File: src/rtl/irqPkg.sv
package irqPkg;
  typedef enum logic [1:0] {
    MODE_LEVEL  = 2'b00,
    MODE_RISE   = 2'b01,
    MODE_FALL   = 2'b10,
    MODE_LEVEL2 = 2'b11
  } detMode_e;

  typedef struct packed {
    logic clrPend;
    logic wrEnable;
    logic wrRoute;
    logic wrMode;
  } regStrobe_t;

  localparam logic [2:0] ADDR_RAW    = 3'd0;
  localparam logic [2:0] ADDR_MASKED = 3'd1;
  localparam logic [2:0] ADDR_ENABLE = 3'd2;
  localparam logic [2:0] ADDR_ROUTE  = 3'd3;
  localparam logic [2:0] ADDR_MODE   = 3'd4;
endpackage

File: src/rtl/irqFilter.sv
module irqFilter #(
  parameter int FILT_LEN = 4
) (
  input  logic clk,
  input  logic rst,
  input  logic din,
  output logic dout
);
  logic [FILT_LEN-2:0] hist;
  logic [FILT_LEN-1:0] window;

  assign window = {hist, din};

  always_ff @(posedge clk) begin
    if (rst) begin
      hist <= '0;
      dout <= 1'b0;
    end else begin
      hist <= {hist[FILT_LEN-3:0], din};
      if (&window)       dout <= 1'b1;
      else if (~|window) dout <= 1'b0;
    end
  end
endmodule

File: src/rtl/irqCtrl.sv
module irqCtrl
  import irqPkg::*;
(
  input  logic       wrEn,
  input  logic [2:0] regAddr,
  output regStrobe_t strobe
);
  always_comb begin
    strobe          = '0;
    strobe.clrPend  = wrEn && (regAddr == ADDR_RAW);
    strobe.wrEnable = wrEn && (regAddr == ADDR_ENABLE);
    strobe.wrRoute  = wrEn && (regAddr == ADDR_ROUTE);
    strobe.wrMode   = wrEn && (regAddr == ADDR_MODE);
  end
endmodule

File: src/rtl/irqDatapath.sv
module irqDatapath
  import irqPkg::*;
#(
  parameter int NUM_EXT  = 3,
  parameter int NUM_INT  = 23,
  parameter int NUM_FILT = 2,
  parameter int FILT_LEN = 4,
  parameter int DATA_W   = 32
) (
  input  logic                         clk,
  input  logic                         rst,
  input  logic [NUM_EXT-1:0]           extIn,
  input  logic [NUM_INT-1:0]           intReq,
  input  regStrobe_t                   strobe,
  input  logic [DATA_W-1:0]            wrData,
  input  logic [2:0]                   regAddr,
  output logic [DATA_W-1:0]            rdData,
  output logic [NUM_EXT+NUM_INT-1:0]   pending,
  output logic [NUM_EXT+NUM_INT-1:0]   enable,
  output logic [NUM_EXT+NUM_INT-1:0]   route,
  output logic [2*NUM_EXT-1:0]         modeBits,
  output logic                         fiq,
  output logic                         irq
);
  localparam int NUM_SRC = NUM_EXT + NUM_INT;

  logic [NUM_EXT-1:0] sync1, sync2, cond, prevCond, pendEdge, isEdge, hit;
  logic [NUM_SRC-1:0] masked;

  always_ff @(posedge clk) begin
    if (rst) begin
      sync1 <= '0;
      sync2 <= '0;
    end else begin
      sync1 <= extIn;
      sync2 <= sync1;
    end
  end

  for (genvar i = 0; i < NUM_EXT; i++) begin : g_ext
    if (i < NUM_FILT) begin : g_filt
      irqFilter #(.FILT_LEN(FILT_LEN)) u_filt (
        .clk(clk), .rst(rst), .din(sync2[i]), .dout(cond[i])
      );
    end else begin : g_raw
      assign cond[i] = sync2[i];
    end

    detMode_e modeI;
    assign modeI     = detMode_e'(modeBits[2*i +: 2]);
    assign isEdge[i] = (modeI == MODE_RISE) || (modeI == MODE_FALL);
    assign hit[i]    = (modeI == MODE_RISE) ? (cond[i] & ~prevCond[i]) :
                       (modeI == MODE_FALL) ? (~cond[i] & prevCond[i]) : 1'b0;

    always_ff @(posedge clk) begin
      if (rst) begin
        pendEdge[i] <= 1'b0;
      end else if (isEdge[i]) begin
        pendEdge[i] <= (pendEdge[i] & ~(strobe.clrPend & wrData[i])) | hit[i];
      end else begin
        pendEdge[i] <= 1'b0;
      end
    end

    assign pending[i] = isEdge[i] ? pendEdge[i] : cond[i];
  end

  assign pending[NUM_SRC-1:NUM_EXT] = intReq;

  always_ff @(posedge clk) begin
    if (rst) begin
      prevCond <= '0;
      enable   <= '0;
      route    <= '0;
      modeBits <= '0;
      fiq      <= 1'b0;
      irq      <= 1'b0;
    end else begin
      prevCond <= cond;
      if (strobe.wrEnable) enable   <= wrData[NUM_SRC-1:0];
      if (strobe.wrRoute)  route    <= wrData[NUM_SRC-1:0];
      if (strobe.wrMode)   modeBits <= wrData[2*NUM_EXT-1:0];
      fiq <= |(masked & route);
      irq <= |(masked & ~route);
    end
  end

  assign masked = pending & enable;

  always_comb begin
    rdData = '0;
    case (regAddr)
      ADDR_RAW:    rdData[NUM_SRC-1:0]   = pending;
      ADDR_MASKED: rdData[NUM_SRC-1:0]   = masked;
      ADDR_ENABLE: rdData[NUM_SRC-1:0]   = enable;
      ADDR_ROUTE:  rdData[NUM_SRC-1:0]   = route;
      ADDR_MODE:   rdData[2*NUM_EXT-1:0] = modeBits;
      default:     rdData = '0;
    endcase
  end
endmodule

File: src/rtl/irqRouter.sv
module irqRouter
  import irqPkg::*;
#(
  parameter int NUM_EXT  = 3,
  parameter int NUM_INT  = 23,
  parameter int NUM_FILT = 2,
  parameter int FILT_LEN = 4,
  parameter int DATA_W   = 32
) (
  input  logic               clk,
  input  logic               rst,
  input  logic [NUM_EXT-1:0] extIn,
  input  logic [NUM_INT-1:0] intReq,
  input  logic               wrEn,
  input  logic [2:0]         regAddr,
  input  logic [DATA_W-1:0]  wrData,
  output logic [DATA_W-1:0]  rdData,
  output logic               fiq,
  output logic               irq
);
  localparam int NUM_SRC = NUM_EXT + NUM_INT;

  regStrobe_t          strobe;
  logic [NUM_SRC-1:0]  pending, enable, route;
  logic [2*NUM_EXT-1:0] modeBits;

  irqCtrl u_ctrl (.wrEn(wrEn), .regAddr(regAddr), .strobe(strobe));

  irqDatapath #(
    .NUM_EXT(NUM_EXT), .NUM_INT(NUM_INT), .NUM_FILT(NUM_FILT),
    .FILT_LEN(FILT_LEN), .DATA_W(DATA_W)
  ) u_dp (
    .clk(clk), .rst(rst), .extIn(extIn), .intReq(intReq), .strobe(strobe),
    .wrData(wrData), .regAddr(regAddr), .rdData(rdData), .pending(pending),
    .enable(enable), .route(route), .modeBits(modeBits), .fiq(fiq), .irq(irq)
  );
endmodule

File: config.mk
export PLATFORM = sky130hd
export DESIGN_NAME = irqRouter
export DESIGN_NICKNAME = d
export VERILOG_FILES = /design/src/rtl/irqPkg.sv /design/src/rtl/irqFilter.sv /design/src/rtl/irqCtrl.sv /design/src/rtl/irqDatapath.sv /design/src/rtl/irqRouter.sv
export SDC_FILE = /design/constraint.sdc
export NUM_CORES = 1
export LEC_CHECK = 0
export BUFFER_PORTS_ARGS = -buffer_cell sky130_fd_sc_hd__buf_2
export CORE_MARGIN = 2
export CORE_UTILIZATION = 45
export DETAILED_ROUTE_END_ITERATION = 10
export PLACE_DENSITY = 0.68
export REMOVE_ABC_BUFFERS = 1
export SYNTH_ARGS = -nofsm -noshare
export SYNTH_HDL_FRONTEND = slang
export SYNTH_HIERARCHICAL = 1
export SYNTH_SLANG_ARGS = --single-unit
File: constraint.sdc
create_clock -name clk -period 3.4 [get_ports clk]
set_input_delay 0.34 -clock clk [delete_from_list [all_inputs] [get_ports clk]]
set_output_delay 0.34 -clock clk [all_outputs]
set_load 0.1 [all_outputs]
Yosys cells after proc, flatten, opt, wreduce, memory -nomap -nowiden
Index checks and enable logic that the tools add are counted.

Add/subtract/negate cells: 0. Multipliers: 0. Div/mod/pow operators: 0. $lt $le $gt $ge: 0. Equality and inequality tests: 12. Shifts and indexed selects: 0. Multiplexer cells: 15. Bitwise gates (word level): 31. Reduce and logical (&&, ||, !) cells: 17.

Operators by type and width (number): 20-bit one-hot mux with 4 select lines (1); 26-bit bitwise AND (3); 26-bit OR reduction (2); 6-bit one-hot mux with 5 select lines (1); 26-bit inverter (1); 1-bit two-way mux (13); 1-bit bitwise AND (12); 1-bit inverter (12); 4-bit AND reduction (2); 4-bit OR reduction (2); 2-bit by 1-bit equality test with 1-bit output (second input constant) (3); 2-bit equality test (second input constant) (3); 3-bit by 2-bit equality test with 1-bit output (second input constant) (2); 2-bit OR reduction (3); 1-bit logical AND (4); 2-bit inequality test (second input constant) (2); 3-bit by 1-bit equality test with 1-bit output (second input constant) (1); 3-bit equality test (second input constant) (1); 3-bit logical NOT (1); 1-bit logical OR (3); 1-bit OR (3).

Flip-flop bits (word level): 80. Bits in latches: 0. RAM bits: 0. Memory bits (read-only): 0. Logic and storage cells: 90. Memories kept: 0.

Depth between registers and ports, before layout
Gate-level depths: netlist (run 1).

Word-level depth: 6. Depth in mapped cells: 6. Gate-level depth less buffers: 6.

Modules after synthesis
The synthesis (run 1) kept the hierarchy.

Modules (own cells, without submodules): irqDatapath (instances 1, cells an instance 475, area each 3986.3 µm², sequential area each 1441.4 µm²); irqFilter (instances 2, cells an instance 10, area each 126.4 µm², sequential area each 80.1 µm²); irqCtrl (instances 1, cells an instance 4, area each 50.0 µm², sequential area each 0.0 µm²).

Least setup slack after synthesis (run 1)
OpenSTA, ideal clock, no wires.

Path type: register -> output. From: register u_dp.modeBits[0]. To: output rdData[0]. Data arrival time: 4101 ps. Required time: 3060 ps. Path slack: -1041 ps. Cell stages (with the launch flop): 6. Buffers on the path: 0. Cell sequence: dfxtp_1 -> inv_1 -> ha_1 -> mux2_2 -> nor2_1 -> o41ai_1.

Cells in the longest elaborated chain, start to end: 5.

RTL lines: start: declaration (RTL line irqDatapath.sv:21) `output logic [2*NUM_EXT-1:0] modeBits,`; start signal: assignment (RTL line irqDatapath.sv:82) `if (strobe.wrMode) modeBits <= wrData[2*NUM_EXT-1:0];`; 2-bit by 1-bit equality test with 1-bit output / 2-bit equality test (equally long branches) (RTL line irqDatapath.sv:51) `assign isEdge[i] = (modeI == MODE_RISE) || (modeI == MODE_FALL);`; 1-bit logical OR (*) (RTL line irqDatapath.sv:51); 1-bit two-way mux (*) (RTL line irqDatapath.sv:65) `assign pending[i] = isEdge[i] ? pendEdge[i] : cond[i];`; via pending[0] (RTL line irqRouter.sv:24) `logic [NUM_SRC-1:0] pending, enable, route;`; 26-bit bitwise AND (RTL line irqDatapath.sv:88) `assign masked = pending & enable;`; 6-bit one-hot mux with 5 select lines (*) (RTL line irqDatapath.sv:92) `case (regAddr)`; end: declaration (RTL line irqRouter.sv:17) `output logic [DATA_W-1:0] rdData,`.

The timed path passes the listed nets; every way through them passes the cells marked *.

Worst setup path after layout (run 1)
Ends and elaborated chain as after synthesis.

==> results.txt, run 1 <==
Outcome: completed
Crit path max fanout: 4
Pleak: 1.91 nW
Setup crit end kind: primary output
Worst-Skew Late Latency: 360 ps
Unrepaired setup endpoints after global routing: no
Reg-to-reg slack, setup: 1680 ps
HP Class: input pin to flop
Layout Skew: 8.16 ps
Crit path from: u_dp/modeBits[0]
Final instance area: 4770 µm²
Setup bufs post-CTS: 0
Row cnt: 34
Arrival @ worst endpoint: 2310 ps
# H-tree levels: 3
Die area: 9930 µm²
Finished Core Util: 0.542
Die height: 99.6 µm
Final setup fails: 0
Reg clk slew, reported paths: 80 ps
Min Tclk post-route: 2650 ps
Vias in the first global route: 3,422
Worst hold stages: 2
Worst Setup Start Kind: flop
DRT Wirelength: 10,800 µm
Share of layout cells above drive strength 1: 0.217
Die Width: 99.6 µm
Initial antenna violation count: 0
Yosys warns: 6
RD Place Congestion: 0.776
Nets: 620
Num CTS Buffers: 9
Worst slew pin tran: 643 ps
Max_cap viols: 0
Post-CTS sizing: 0
CORE AREA: 8810 µm²
Initial Utilization: 0.467
GR Util All Layers: 0.216
Routed len/inst: 16.3 µm
ANT nets after route: 0
Largest net degree at the start of global routing: 55
Max VDD drop: 0.198 mV
CTS Sinks: 80
Overflow after GRT: 0
IO Pins: 98
CTS tree: yes
Hold EP: u_dp/sync1[0]
Post-CTS Hold Buffers: 0
Root Driver: clkbuf_8
Cell area after synthesis: 4120 µm²
Inserted Diodes: 0
# port buffers: 85
Number of DRC violations after detailed-routing iteration 0: 193
Worst R2R Path Depth: 6
WHS: 190 ps
Clk buf depth: 2
First-pass GRT wire length: 16,800 µm
Final setup TNS: 0 ps
Worst r2r dst: u_dp/fiq
Total number of vias: 3,610
Final-report max-slew violation count: 0
Slew headroom: 0.571
Final period util: 0.778
DRC viols: 0
Power per standard cell area: 465 nW/µm²
Hold Crit Start: extIn[0]
CP Class: flop to primary output
Avg Vias per Cell: 5.45
Dpl hpwl: 7480 µm
Drt pass-1 iters: 4
RR Startpoint: u_dp/modeBits[2]
Synthesized area per cell: 8.65 µm²
Fmax: 378 MHz
Mapped Cells: 476
Area after DPL: 4540 µm²
Area growth syn-to-layout: 15.9%
Worst path required time: 3060 ps
Hold Vio Cnt, Final: 0
==> metal layers <==
metal	track usage	up-vias	part of all wire
met4	0.0832	0	0.013
li1	-	1801	-
met1	0.292	1684	0.45
met3	0.0372	11	0.058
met5	0	-	0
met2	0.346	114	0.48
==> flip-flops by register name (all words and copies together), names as in the netlist <==
signal                         count
u_dp/route                        26
u_dp/pendEdge                      3
u_dp/sync1                         3
u_dp/sync2                         3
u_dp/fiq                           1
u_dp/g_ext.g_filt.u_filt/hist      6
u_dp/enable                       26
u_dp/g_ext.g_filt.u_filt/dout      2
u_dp/modeBits                      6
u_dp/prevCond                      3
u_dp/irq                           1
==> worst max-delay path by stage <==
stage	end	slack, ps
3_5_place_dp	rdData[12]	1080
3_3_place_gp	rdData[24]	1130
5_1_grt	rdData[0]	660
6_report	rdData[0]	750
2_1_floorplan	rdData[0]	-1040
4_1_cts	rdData[0]	700
==> through the flow <==
| stage | cells | power (mW) | setup slack, ps |
|---|---|---|---|
| after global placement | 647 | 1.40 | 1130 |
| after CTS | 662 | 2.22 | 701 |
| after global routing | 662 | 2.29 | 657 |
| after detailed placement | 647 | 1.41 | 1080 |
| after floorplan | 447 | 1.27 | -1040 |
| final | 662 | 2.22 | 755 |
==> worst max-delay path: stages (launching register included) <==
cell and delay (ps):
dfxtp_1 380, inv_1 60, ha_1 320, mux2_2 270, nor2_1 40, o41ai_1 380, buf_2 490
==> cell type report <==
class | instances | area, µm²
clock buffer | 9 | 124
clock inverter | 6 | 109
sequential | 80 | 1600
inverter | 6 | 22.5
tap | 108 | 135
multi-input combinational | 361 | 2290
timing repair buffer | 92 | 490
fill | 830 | 4040
==> report_power, final <==
group	total [mW]	internal [mW]	switching [mW]
combinational	0.412	0.0986	0.314
sequential	0.975	0.957	0.0180
clock	0.829	0.482	0.347
total	2.22	1.54	0.679
==> cell usage in the layout (no fill, tap or decap), types with 3 or more instances in the layout <==
master	instances
nor4bb_1	3
nand2_1	23
nor4_1	20
ha_1	6
a211oi_1	3
nand3b_1	15
inv_1	6
o2111ai_1	3
buf_2	85
nand3_1	26
clkbuf_8	9
o22ai_1	6
dfxtp_1	80
buf_4	6
nor4_2	3
nor2_1	123
a21oi_1	6
nand4_1	7
mux2i_1	66
conb_1	6
bufinv_16	3
nor2b_1	17
(Power assumes the default switching activity.)
==> run 2, diff against run 1 <==
- clock period: 3.4 -> 2.5 ns (I/O delays scaled with it)
==> run 2 against run 1 <==
  * First-iteration DRC count up 16%
  * Largest cell class unchanged
  * Largest power group unchanged
  * Setup slack worse by 650 ps
  * Sequential share of layout area down 2.8 points
  * Final area up 9.0%
==> results.txt, run 2 (same netlist as run 1, synthesis figures left out) <==
Pleak: 2.04 nW (+7.0%)
HP Class: input pin to flop
DRC viols: 0 (unchanged)
Hold Crit Start: extIn[2]
Final-report max-slew violation count: 0 (unchanged)
RD Place Congestion: 0.842 (+8.6%)
Number of DRC violations after detailed-routing iteration 0: 223 (+16%)
Arrival @ worst endpoint: 2150 ps (-160 ps)
Slowest-stage cell, CP: dfxtp_1
Final Worst Setup Slack: 103 ps (-651 ps)
Initial antenna violation count: 0 (unchanged)
Reg clk slew, reported paths: 80 ps (about the same)
Most frequent cells in the layout: nor2_1, dfxtp_1, mux2i_1
Crit path max fanout: 4 (unchanged)
Layout Skew: 7.91 ps (-0.250 ps)
Vias in the first global route: 3,591 (+4.9%)
First-pass GRT wire length: 17,300 µm (+2.9%)
Drt pass-1 iters: 5 (+1)
CTS Sinks: 80 (unchanged)
Dpl hpwl: 7790 µm (+4.1%)
Root Driver: clkbuf_8
Nets: 630 (+1.6%)
Crit-path max cell delay: 380 ps (-110 ps)
Initial Utilization: 0.467 (unchanged)
# port buffers: 85 (unchanged)
CP Cell Sequence: inv_1, ha_1, mux2_4, mux2i_1, o21ai_1, mux2_2, buf_4
Hold EP: u_dp/sync1[2]
Inserted Diodes: 0 (unchanged)
ANT nets after route: 0 (unchanged)
Die height: 99.6 µm (unchanged)
Num CTS Buffers: 9 (unchanged)
Worst slew pin tran: 595 ps (-47.6 ps)
Unrepaired setup endpoints after global routing: no
Final setup fails: 0 (unchanged)
Largest registers: u_dp/enable x26, u_dp/route x26
Final period util: 0.959
DRT Wirelength: 10,700 µm (-0.87%)
Total number of vias: 3,705 (+2.6%)
GR Util All Layers: 0.219 (+0.00273)
Worst hold stages: 2 (unchanged)
Family with the most delay on the worst path: multiplexers
Largest net degree at the start of global routing: 51 (-7.3%)
CORE AREA: 8810 µm² (unchanged)
Post-CTS Hold Buffers: 0 (unchanged)
Share of layout cells above drive strength 1: 0.232 (+0.0153)
CTS tree: yes
Die area: 9930 µm² (unchanged)
Finished Core Util: 0.590 (+0.0486)
Place WS: 425 ps (-659 ps)
Area growth syn-to-layout: 26.3%
Max VDD drop: 0.268 mV (+35%)
Worst-Skew Late Latency: 350 ps (about the same)
Outcome: completed
Clk buf depth: 2 (unchanged)
Slew headroom: 0.603 (+0.0317)
Die Width: 99.6 µm (unchanged)
WHS: 102 ps (-87.7 ps)
Min Tclk post-route: 2400 ps
Reg-to-reg slack, setup: 810 ps (-870 ps)
Avg Vias per Cell: 5.51 (+0.95%)
CP Class: flop to primary output
Worst path required time: 2250 ps (-810 ps)
Hold Vio Cnt, Final: 0 (unchanged)
Buf/Inv on CP: 2 (unchanged)
Fmax: 417 MHz
Worst r2r dst: u_dp/fiq
IO Pins: 98 (unchanged)
Worst R2R Path Depth: 6 (unchanged)
Max_cap viols: 0 (unchanged)
Setup crit end kind: primary output
Power per standard cell area: 600 nW/µm² (+29%)
# H-tree levels: 3 (unchanged)
Routed len/inst: 15.9 µm (-2.5%)
Commonest non-fill, non-tap cell in the layout: nor2_1
Row cnt: 34 (unchanged)
Overflow after GRT: 0 (unchanged)
Worst Setup Start Kind: flop
RR Startpoint: u_dp/modeBits[2]
==> run 2: layout make-up <==
cell class              instances  area [µm²]
fillers                       785        3610
multi-input cells             361        2290
flip-flops and latches         80        1600
repair buffers                102         908
well taps                     108         135
clock buffers                  10         128
clock inverters                 6         108
inverters                       6        22.5
==> run 2: layer usage <==
metal	track usage	vias up	wire (µm)
met3	0.0351	19	553
met5	0	-	0
met1	0.289	1749	4750
met4	0.106	0	215
li1	-	1823	-
met2	0.349	114	5190
==> run 2: power by group <==
| group | leakage, nW | internal [mW] | total [mW] | switching, mW |
|---|---|---|---|---|
| Clock | 0.116 | 0.660 | 1.13 | 0.466 |
| Sequential | 0.648 | 1.30 | 1.33 | 0.0246 |
| Combinational | 1.28 | 0.221 | 0.664 | 0.444 |
==> run 2: worst register-to-register path, cell delays in order (launching register included) <==
cell and delay, ps:
dfxtp_1 380, inv_1 60, ha_1 320, mux2_4 330, and3_1 190, a31oi_1 140, a41oi_1 120
==> run 2: worst max-delay path by stage <==
stage | from | to | slack [ps] | depth (start not counted)
6_report | u_dp/modeBits[4] | rdData[2] | 100 | 7
3_3_place_gp | u_dp/modeBits[0] | rdData[0] | 440 | 7
2_1_floorplan | u_dp/modeBits[0] | rdData[0] | -1850 | 5
4_1_cts | u_dp/modeBits[4] | rdData[2] | 40 | 7
5_1_grt | u_dp/modeBits[4] | rdData[2] | 20 | 7
3_5_place_dp | u_dp/modeBits[4] | rdData[2] | 430 | 7
==> run 2: timing repair <==
item                       in CTS  in global routing
gates resized for setup         0                  3
setup endpoints to repair       0                  2
buffers inserted                0                  0
==> run 2: stage by stage <==
stage | cells | power, mW | TNS [ps] | instance area, µm²
floorplan | 447 | 1.73 | -27850 | 3910
global placement | 657 | 2.01 | 0 | 4950
detailed placement | 657 | 2.02 | 0 | 4950
CTS | 673 | 3.13 | 0 | 5190
global route | 673 | 3.23 | 0 | 5200
finish | 673 | 3.12 | 0 | 5200
